$ cat config.mk
export PLATFORM = sky130hd
export DESIGN_NAME = sdlc_bitproc
export DESIGN_NICKNAME = d
export VERILOG_FILES = /design/src/rtl/sdlc_pkg.sv /design/src/rtl/sdlc_tx.sv /design/src/rtl/sdlc_rx.sv /design/src/rtl/sdlc_bitproc.sv
export SDC_FILE = /design/constraint.sdc
export NUM_CORES = 1
export LEC_CHECK = 0
export ABC_AREA = 1
export CAP_MARGIN = 20
export CORE_MARGIN = 3
export CORE_UTILIZATION = 56
export CTS_BUF_LIST = sky130_fd_sc_hd__clkbuf_8
export DETAILED_ROUTE_END_ITERATION = 8
export PLACE_DENSITY_LB_ADDON = 0.15
export SYNTH_ARGS = -nofsm -noshare
export SYNTH_HDL_FRONTEND = slang
export SYNTH_SLANG_ARGS = --single-unit
$ cat constraint.sdc
create_clock -name clk -period 1.66 [get_ports clk]
set_input_delay 0.249 -clock clk [delete_from_list [all_inputs] [get_ports clk]]
set_output_delay 0.249 -clock clk [all_outputs]
set_load 0.01 [all_outputs]
$ cat src/rtl/sdlc_pkg.sv
package sdlc_pkg;
  localparam int BYTE_W = 8;
  localparam int FCS_W  = 16;
  localparam logic [BYTE_W-1:0] FLAG_BYTE = 8'h7E;
  localparam logic [2:0] STUFF_RUN = 3'd5;
  localparam logic [2:0] FLAG_RUN  = 3'd6;
  localparam logic [2:0] RUN_MAX   = 3'd7;
  localparam logic [FCS_W-1:0] CRC_POLY_REV = 16'h8408;
  localparam logic [FCS_W-1:0] CRC_PRESET   = 16'hFFFF;
  localparam logic [FCS_W-1:0] CRC_RESIDUE  = 16'hF0B8;

  typedef enum logic [1:0] {TX_FLAG, TX_DATA, TX_FCS, TX_ABORT} tx_state_e;

  function automatic logic [FCS_W-1:0] crc_step(input logic [FCS_W-1:0] c, input logic b);
    logic fb;
    fb = c[0] ^ b;
    return {1'b0, c[FCS_W-1:1]} ^ (fb ? CRC_POLY_REV : '0);
  endfunction

  function automatic logic [FCS_W-1:0] crc_octet(input logic [FCS_W-1:0] c,
                                                  input logic [BYTE_W-1:0] d);
    logic [FCS_W-1:0] r;
    r = c;
    for (int i = 0; i < BYTE_W; i++) r = crc_step(r, d[i]);
    return r;
  endfunction
endpackage

$ cat src/rtl/sdlc_tx.sv
module sdlc_tx
  import sdlc_pkg::*;
#(
  parameter int ABORT_BITS = 8
) (
  input  logic              clk,
  input  logic              rst_n,
  input  logic              bit_en,
  input  logic              tx_valid,
  output logic              tx_ready,
  input  logic [BYTE_W-1:0] tx_data,
  input  logic              tx_last,
  output logic              dbit
);
  localparam int MAXC = (ABORT_BITS > FCS_W) ? ABORT_BITS : FCS_W;
  localparam int CW   = $clog2(MAXC + 1);
  localparam logic [CW-1:0] BYTE_END  = CW'(BYTE_W - 1);
  localparam logic [CW-1:0] FCS_END   = CW'(FCS_W - 1);
  localparam logic [CW-1:0] FCS_TAIL  = CW'(FCS_W);
  localparam logic [CW-1:0] ABORT_END = CW'(ABORT_BITS - 1);

  tx_state_e         st;
  logic [CW-1:0]     bcnt;
  logic [2:0]        ones;
  logic [BYTE_W-1:0] sreg, hold_d;
  logic              sreg_last, hold_last, hold_full;
  logic [FCS_W-1:0]  crc, fcs;
  logic              stuff_now;
  logic [2:0]        ones_nx;
  logic [FCS_W-1:0]  crc_nx;

  assign tx_ready  = !hold_full;
  assign stuff_now = (st == TX_DATA || st == TX_FCS) && (ones == STUFF_RUN);
  assign crc_nx    = crc_step(crc, sreg[0]);

  always_comb begin
    case (st)
      TX_FLAG:  dbit = FLAG_BYTE[bcnt[2:0]];
      TX_DATA:  dbit = stuff_now ? 1'b0 : sreg[0];
      TX_FCS:   dbit = stuff_now ? 1'b0 : fcs[0];
      default:  dbit = 1'b1;
    endcase
    ones_nx = dbit ? ones + 3'd1 : 3'd0;
  end

  always_ff @(posedge clk) begin
    if (!rst_n) begin
      st <= TX_FLAG; bcnt <= '0; ones <= '0; sreg <= '0; sreg_last <= 1'b0;
      hold_d <= '0; hold_last <= 1'b0; hold_full <= 1'b0;
      crc <= CRC_PRESET; fcs <= '0;
    end else begin
      if (tx_valid && !hold_full) begin
        hold_d <= tx_data; hold_last <= tx_last; hold_full <= 1'b1;
      end
      if (bit_en) begin
        case (st)
          TX_FLAG: begin
            if (bcnt == BYTE_END) begin
              bcnt <= '0;
              if (hold_full) begin
                sreg <= hold_d; sreg_last <= hold_last; hold_full <= 1'b0;
                crc <= CRC_PRESET; ones <= '0; st <= TX_DATA;
              end
            end else bcnt <= bcnt + 1'b1;
          end
          TX_DATA: begin
            if (stuff_now) ones <= '0;
            else begin
              ones <= ones_nx;
              crc  <= crc_nx;
              sreg <= {1'b0, sreg[BYTE_W-1:1]};
              if (bcnt == BYTE_END) begin
                bcnt <= '0;
                if (sreg_last) begin
                  fcs <= ~crc_nx; st <= TX_FCS;
                end else if (hold_full) begin
                  sreg <= hold_d; sreg_last <= hold_last; hold_full <= 1'b0;
                end else st <= TX_ABORT;
              end else bcnt <= bcnt + 1'b1;
            end
          end
          TX_FCS: begin
            if (stuff_now) begin
              ones <= '0;
              if (bcnt == FCS_TAIL) begin bcnt <= '0; st <= TX_FLAG; end
            end else begin
              ones <= ones_nx;
              fcs  <= {1'b0, fcs[FCS_W-1:1]};
              if (bcnt == FCS_END) begin
                if (ones_nx == STUFF_RUN) bcnt <= FCS_TAIL;
                else begin bcnt <= '0; st <= TX_FLAG; end
              end else bcnt <= bcnt + 1'b1;
            end
          end
          default: begin
            if (bcnt == ABORT_END) begin bcnt <= '0; st <= TX_FLAG; end
            else bcnt <= bcnt + 1'b1;
          end
        endcase
      end
    end
  end


  stuff_run_chk: assert property (@(posedge clk) disable iff (!rst_n)
    (st == TX_DATA || st == TX_FCS) |-> ones <= STUFF_RUN);


  handshake_hold_chk: assert property (@(posedge clk) disable iff (!rst_n)
    (tx_valid && tx_ready) |=> !tx_ready);
endmodule

$ cat src/rtl/sdlc_rx.sv
module sdlc_rx
  import sdlc_pkg::*;
(
  input  logic              clk,
  input  logic              rst_n,
  input  logic              bit_en,
  input  logic              rx_line,
  output logic              rx_valid,
  output logic [BYTE_W-1:0] rx_data,
  output logic              rx_frame_start,
  output logic              rx_frame_end,
  output logic              rx_abort,
  output logic              rx_crc_err,
  output logic              rx_len_err
);
  localparam int BW = $clog2(BYTE_W);
  localparam logic [BW-1:0] BIT_LAST = BW'(BYTE_W - 1);

  logic              prev, in_sync, in_frame;
  logic [2:0]        rones;
  logic [BW-1:0]     bcnt;
  logic [1:0]        nb;
  logic [BYTE_W-1:0] sh, hold0, hold1;
  logic [FCS_W-1:0]  crc;
  logic              rbit, at_flag, at_abort, at_data, len_bad;
  logic [BYTE_W-1:0] sh_nx;

  always_comb begin
    rbit     = (rx_line == prev);
    at_flag  = !rbit && (rones == FLAG_RUN);
    at_abort = rbit && (rones == FLAG_RUN);
    at_data  = rbit ? (rones < FLAG_RUN) : (rones < STUFF_RUN);
    sh_nx    = {rbit, sh[BYTE_W-1:1]};
    len_bad  = (nb < 2'd2) || (bcnt != BIT_LAST);
  end

  always_ff @(posedge clk) begin
    if (!rst_n) begin
      prev <= 1'b1; in_sync <= 1'b0; in_frame <= 1'b0; rones <= '0; bcnt <= '0;
      nb <= '0; sh <= '0; hold0 <= '0; hold1 <= '0; crc <= CRC_PRESET;
      rx_valid <= 1'b0; rx_data <= '0; rx_frame_start <= 1'b0; rx_frame_end <= 1'b0;
      rx_abort <= 1'b0; rx_crc_err <= 1'b0; rx_len_err <= 1'b0;
    end else begin
      rx_valid <= 1'b0; rx_frame_start <= 1'b0; rx_frame_end <= 1'b0;
      rx_abort <= 1'b0; rx_crc_err <= 1'b0; rx_len_err <= 1'b0;
      if (bit_en) begin
        prev  <= rx_line;
        rones <= rbit ? ((rones == RUN_MAX) ? RUN_MAX : rones + 3'd1) : 3'd0;
        if (at_abort) begin
          rx_abort <= in_frame;
          in_sync  <= 1'b0;
          in_frame <= 1'b0;
        end else if (at_flag) begin
          if (in_frame) begin
            rx_frame_end <= 1'b1;
            rx_len_err   <= len_bad;
            rx_crc_err   <= !len_bad && (crc != CRC_RESIDUE);
          end
          in_sync <= 1'b1; in_frame <= 1'b0;
          bcnt <= '0; nb <= '0; crc <= CRC_PRESET;
        end else if (at_data && in_sync) begin
          sh   <= sh_nx;
          bcnt <= bcnt + 1'b1;
          if (bcnt == BIT_LAST) begin
            crc   <= crc_octet(crc, sh_nx);
            hold0 <= sh_nx;
            hold1 <= hold0;
            if (nb == 2'd0) begin rx_frame_start <= 1'b1; in_frame <= 1'b1; end
            if (nb >= 2'd2) begin rx_data <= hold1; rx_valid <= 1'b1; end
            if (nb != 2'd3) nb <= nb + 2'd1;
          end
        end
      end
    end
  end


  abort_end_excl_chk: assert property (@(posedge clk) disable iff (!rst_n)
    !(rx_abort && rx_frame_end));


  crc_err_end_chk: assert property (@(posedge clk) disable iff (!rst_n)
    rx_crc_err |-> (rx_frame_end && !rx_len_err));
endmodule

$ cat src/rtl/sdlc_bitproc.sv
module sdlc_bitproc
  import sdlc_pkg::*;
#(
  parameter int ABORT_BITS = 8
) (
  input  logic              clk,
  input  logic              rst_n,
  input  logic              bit_en,
  input  logic              tx_valid,
  output logic              tx_ready,
  input  logic [BYTE_W-1:0] tx_data,
  input  logic              tx_last,
  output logic              tx_line,
  input  logic              rx_line,
  output logic              rx_valid,
  output logic [BYTE_W-1:0] rx_data,
  output logic              rx_frame_start,
  output logic              rx_frame_end,
  output logic              rx_abort,
  output logic              rx_crc_err,
  output logic              rx_len_err
);
  logic tx_dbit;

  sdlc_tx #(.ABORT_BITS(ABORT_BITS)) u_tx (
    .clk(clk), .rst_n(rst_n), .bit_en(bit_en),
    .tx_valid(tx_valid), .tx_ready(tx_ready), .tx_data(tx_data), .tx_last(tx_last),
    .dbit(tx_dbit)
  );

  // NRZI encoder: a zero flips the line
  always_ff @(posedge clk) begin
    if (!rst_n) tx_line <= 1'b1;
    else if (bit_en && !tx_dbit) tx_line <= ~tx_line;
  end

  sdlc_rx u_rx (
    .clk(clk), .rst_n(rst_n), .bit_en(bit_en), .rx_line(rx_line),
    .rx_valid(rx_valid), .rx_data(rx_data), .rx_frame_start(rx_frame_start),
    .rx_frame_end(rx_frame_end), .rx_abort(rx_abort), .rx_crc_err(rx_crc_err),
    .rx_len_err(rx_len_err)
  );


  line_hold_chk: assert property (@(posedge clk) disable iff (!rst_n)
    !bit_en |=> ($stable(tx_line) && !rx_valid && !rx_frame_end));
endmodule

==> reports/results.txt <==
Initial DRC Count: 343
Final period util: 105.5%
Gate Count Post-Synth: 834
number of core rows: 37
Max-Cap Viols: 0
status: complete, but fails checks
antenna violations before repair: 0
Design Area, Final: 8041 um^2
first-pass GRT wire length: 24,590 um
worst skew pair latency: 0.44 ns
Die Area: 11,920 um^2
via count: 5,975
startpoint types: flip-flop
Post-synth ARST share: 0%
clk root buf: clkbuf_8
GRT Overall Usage: 25.78%
CTS tree: done
Routed Antenna Nets: 0
# DRC: 0
CTS Buf Count: 17
vias in the first global route: 5,635
worst-path maximum fanout: 3
Post-Route WL: 16,290 um
clock sinks: 127
unrepaired setup endpoints after global routing: true
power density cells: 766.6 nW/um^2
clk buf depth: 2
DIE WIDTH: 109.2 um
cell with the most instances after synthesis: nand2_1
layout cell share with drive strength beyond 1: 26.74%
Worst Setup Slack, final: -0.09153 ns
Overflow after GRT: 0
# setup viols final: 21
area leader, netlist: dfxtp_1
core footprint: 10,320 um^2
static leakage: 0.003544 uW
cell area after placement: 6894 um^2
initial core utilization: 57.74%
synth top area cells: dfxtp_1 43%, nand2_1 12%, o21ai_0 8.2%
critical path class: reg -> reg
number of enable flip-flop cells after synthesis: 0
Vias/cell: 5.447
pin count of the biggest net entering global routing: 37
Fin. Hold Viols: 0
Pre-Repair DR Iteration Count: 5
most common library cells after synthesis: 187 x nand2_1, 127 x dfxtp_1, 106 x nor2_1
syn_nets: 865
synthesized cell area: 5961 um^2
area delta synth->final: 34.91%
critical path arrival: 2.07 ns
Final Skew: 0.01520 ns
Synth Area per Inst: 7.147 um^2
Synth cell types: 37
Worst-path clk slew: 0.08 ns
io pins: 30
flops & latches, synth: 127
vertical die dimension: 109.2 um
register area share after synthesis: 42.65%
CTS HTree Levels: 4
worst vdd ir: 720.1 uV
Slew @ Worst Pin: 0.4586 ns
n_diodes: 0
IO buf count: 29
slew margin rel.: 69.32%
Max Clock Freq: 570.9 MHz
Overall Power: 6164 uW
fin. max-slew vios: 0
ys flop type: dfxtp_1
synth warn: 0
required time at the worst-slack endpoint: 1.98 ns
nets@finish: 980
violated checks: setup timing
Post-DP HPWL: 10,480 um
CP endpoint kind: flip-flop
Placer Congestion: 0.9066
top-area cell type share of the netlist area: 42.65%
fin crit period: 1.752 ns
Hold Crit Class: in -> reg
post-DR wirelength/cell: 14.85 um
-- worst max-delay path, cell delays in order (launching register included) --
cell	delay (ns)
dfxtp_4	0.38
inv_4	0.05
ha_4	0.27
nand3_4	0.10
nor2_4	0.17
buf_4	0.15
a21oi_4	0.04
nand4_1	0.15
nor2_4	0.05
nor2_1	0.20
nor2_2	0.08
-- report_power, final --
part / leakage (uW) / internal [uW] / switching (uW) / total, uW
Sequential: 0.00103 / 3080 / 26.1 / 3100
Combinational: 0.00232 / 166 / 225 / 391
Clock: 0.000187 / 1370 / 1300 / 2670
-- per-stage QoR --
stage / TNS (ns) / util (%) / hold WS, ns / instances / worst slack [ns]
6_report: -0.5958 / 77.89 / 0.2990 / 1097 / -0.09153
5_1_grt: -3.787 / 77.89 / 0.3001 / 1097 / -0.2012
4_1_cts: -0.1137 / 71.58 / 0.2549 / 1082 / -0.03159
3_5_place_dp: -13.66 / 66.78 / 0.4446 / 1046 / -0.3006
3_3_place_gp: -10.14 / 66.78 / 0.4397 / 1046 / -0.2218
2_1_floorplan: 0 / - / 0.3754 / 834 / 0.004706
-- cell type report --
cell class	instances	area (um^2)
well taps	136	170.2
clock inverters	13	140.1
inverters	89	365.4
fillers	721	2282
repair buffers	127	1169
clock buffers	18	247.7
flip-flops and latches	127	2554
multi-input cells	585	3373
repair inverters	2	22.52
-- layout by cell type, fill, tap and decap left out, types with 3 or more instances in the layout --
| master | Yosys | routed |
|---|---|---|
| nand3b_1 | 3 | 3 |
| dfxtp_1 | 127 | 120 |
| nand2_1 | 187 | 169 |
| inv_4 | 1 | 6 |
| dfxtp_2 | 0 | 6 |
| nor2_4 | 1 | 12 |
| a211oi_1 | 4 | 4 |
| nand4_1 | 5 | 5 |
| inv_2 | 9 | 16 |
| clkinvlp_4 | 0 | 4 |
| a21oi_4 | 0 | 3 |
| buf_6 | 2 | 15 |
| inv_1 | 76 | 63 |
| buf_4 | 5 | 76 |
| a21oi_2 | 2 | 6 |
| o21ai_0 | 98 | 72 |
| ha_1 | 17 | 9 |
| a21oi_1 | 49 | 42 |
| clkinv_2 | 0 | 4 |
| nor3_1 | 4 | 4 |
| clkdlybuf4s50_1 | 0 | 27 |
| nand2_2 | 3 | 12 |
| ha_4 | 0 | 6 |
| xnor2_1 | 9 | 9 |
| o21ai_1 | 0 | 14 |
| buf_12 | 0 | 4 |
| nor2_2 | 1 | 15 |
| nand3_1 | 56 | 50 |
| o21ai_2 | 0 | 11 |
| nand3_4 | 1 | 3 |
| clkinv_4 | 0 | 3 |
| nor2_1 | 106 | 81 |
| o211ai_1 | 15 | 15 |
| nand2_4 | 1 | 10 |
| nand3_2 | 3 | 7 |
| nor4_1 | 4 | 4 |
| clkbuf_8 | 0 | 18 |
| xor2_1 | 8 | 8 |
-- worst paths after layout --
kind	depth (start not counted)	startpoint	slack (ns)	to
max	10	u_tx.st[0]$_SDFFE_PN0P_	-0.09	u_tx.st[1]$_SDFFE_PN0P_
min	3	rst_n	0.30	u_rx.crc[6]$_SDFFE_PN1P_
max reg2reg	10	u_tx.st[0]$_SDFFE_PN0P_	-0.09	u_tx.st[1]$_SDFFE_PN0P_
min reg2reg	2	u_rx.hold0[3]$_SDFFE_PN0P_	0.45	u_rx.hold1[3]$_SDFFE_PN0P_
-- routing by layer --
| layer | track usage [%] | wire length (um) |
|---|---|---|
| met2 | 47.15 | 8541 |
| met1 | 29.21 | 6715 |
| met5 | 0 | 0 |
| met4 | 10.42 | 448 |
| met3 | 5.092 | 586 |
-- registers in the layout, summed over array words and instances (netlist names), 2 cells and up, named ones only --
register,count
u_tx.crc,16
u_rx.sh,7
u_tx.sreg,8
u_rx.hold1,8
u_rx.nb,2
u_tx.fcs,16
u_rx.rx_data,8
u_tx.hold_d,8
u_rx.crc,16
u_rx.rones,3
u_tx.ones,3
u_rx.hold0,8
u_tx.bcnt,5
u_tx.st,2
u_rx.bcnt,3
-- kinds of logic after synthesis --
group	after synthesis	synth area share, %
AND/OR/NAND/NOR	378	27.10
AO/OA/AOI/OAI	173	15.74
flip-flops	127	42.65
buffers and inverters	122	8.438
XOR/XNOR	17	2.498
adder cells (fa/ha/maj)	17	3.568
-- repair_timing --
| item | CTS | global route |
|---|---|---|
| gates resized for setup | 35 | 154 |
| endpoints found under the hold margin | 0 | 0 |
| endpoints found under the setup margin | 67 | 102 |
| gates cloned | 0 | 4 |
| buffers inserted | 5 | 11 |
| pin swaps | 7 | 37 |
| hold buffers | 0 | 0 |
Power figures use the tool's default switching activity.
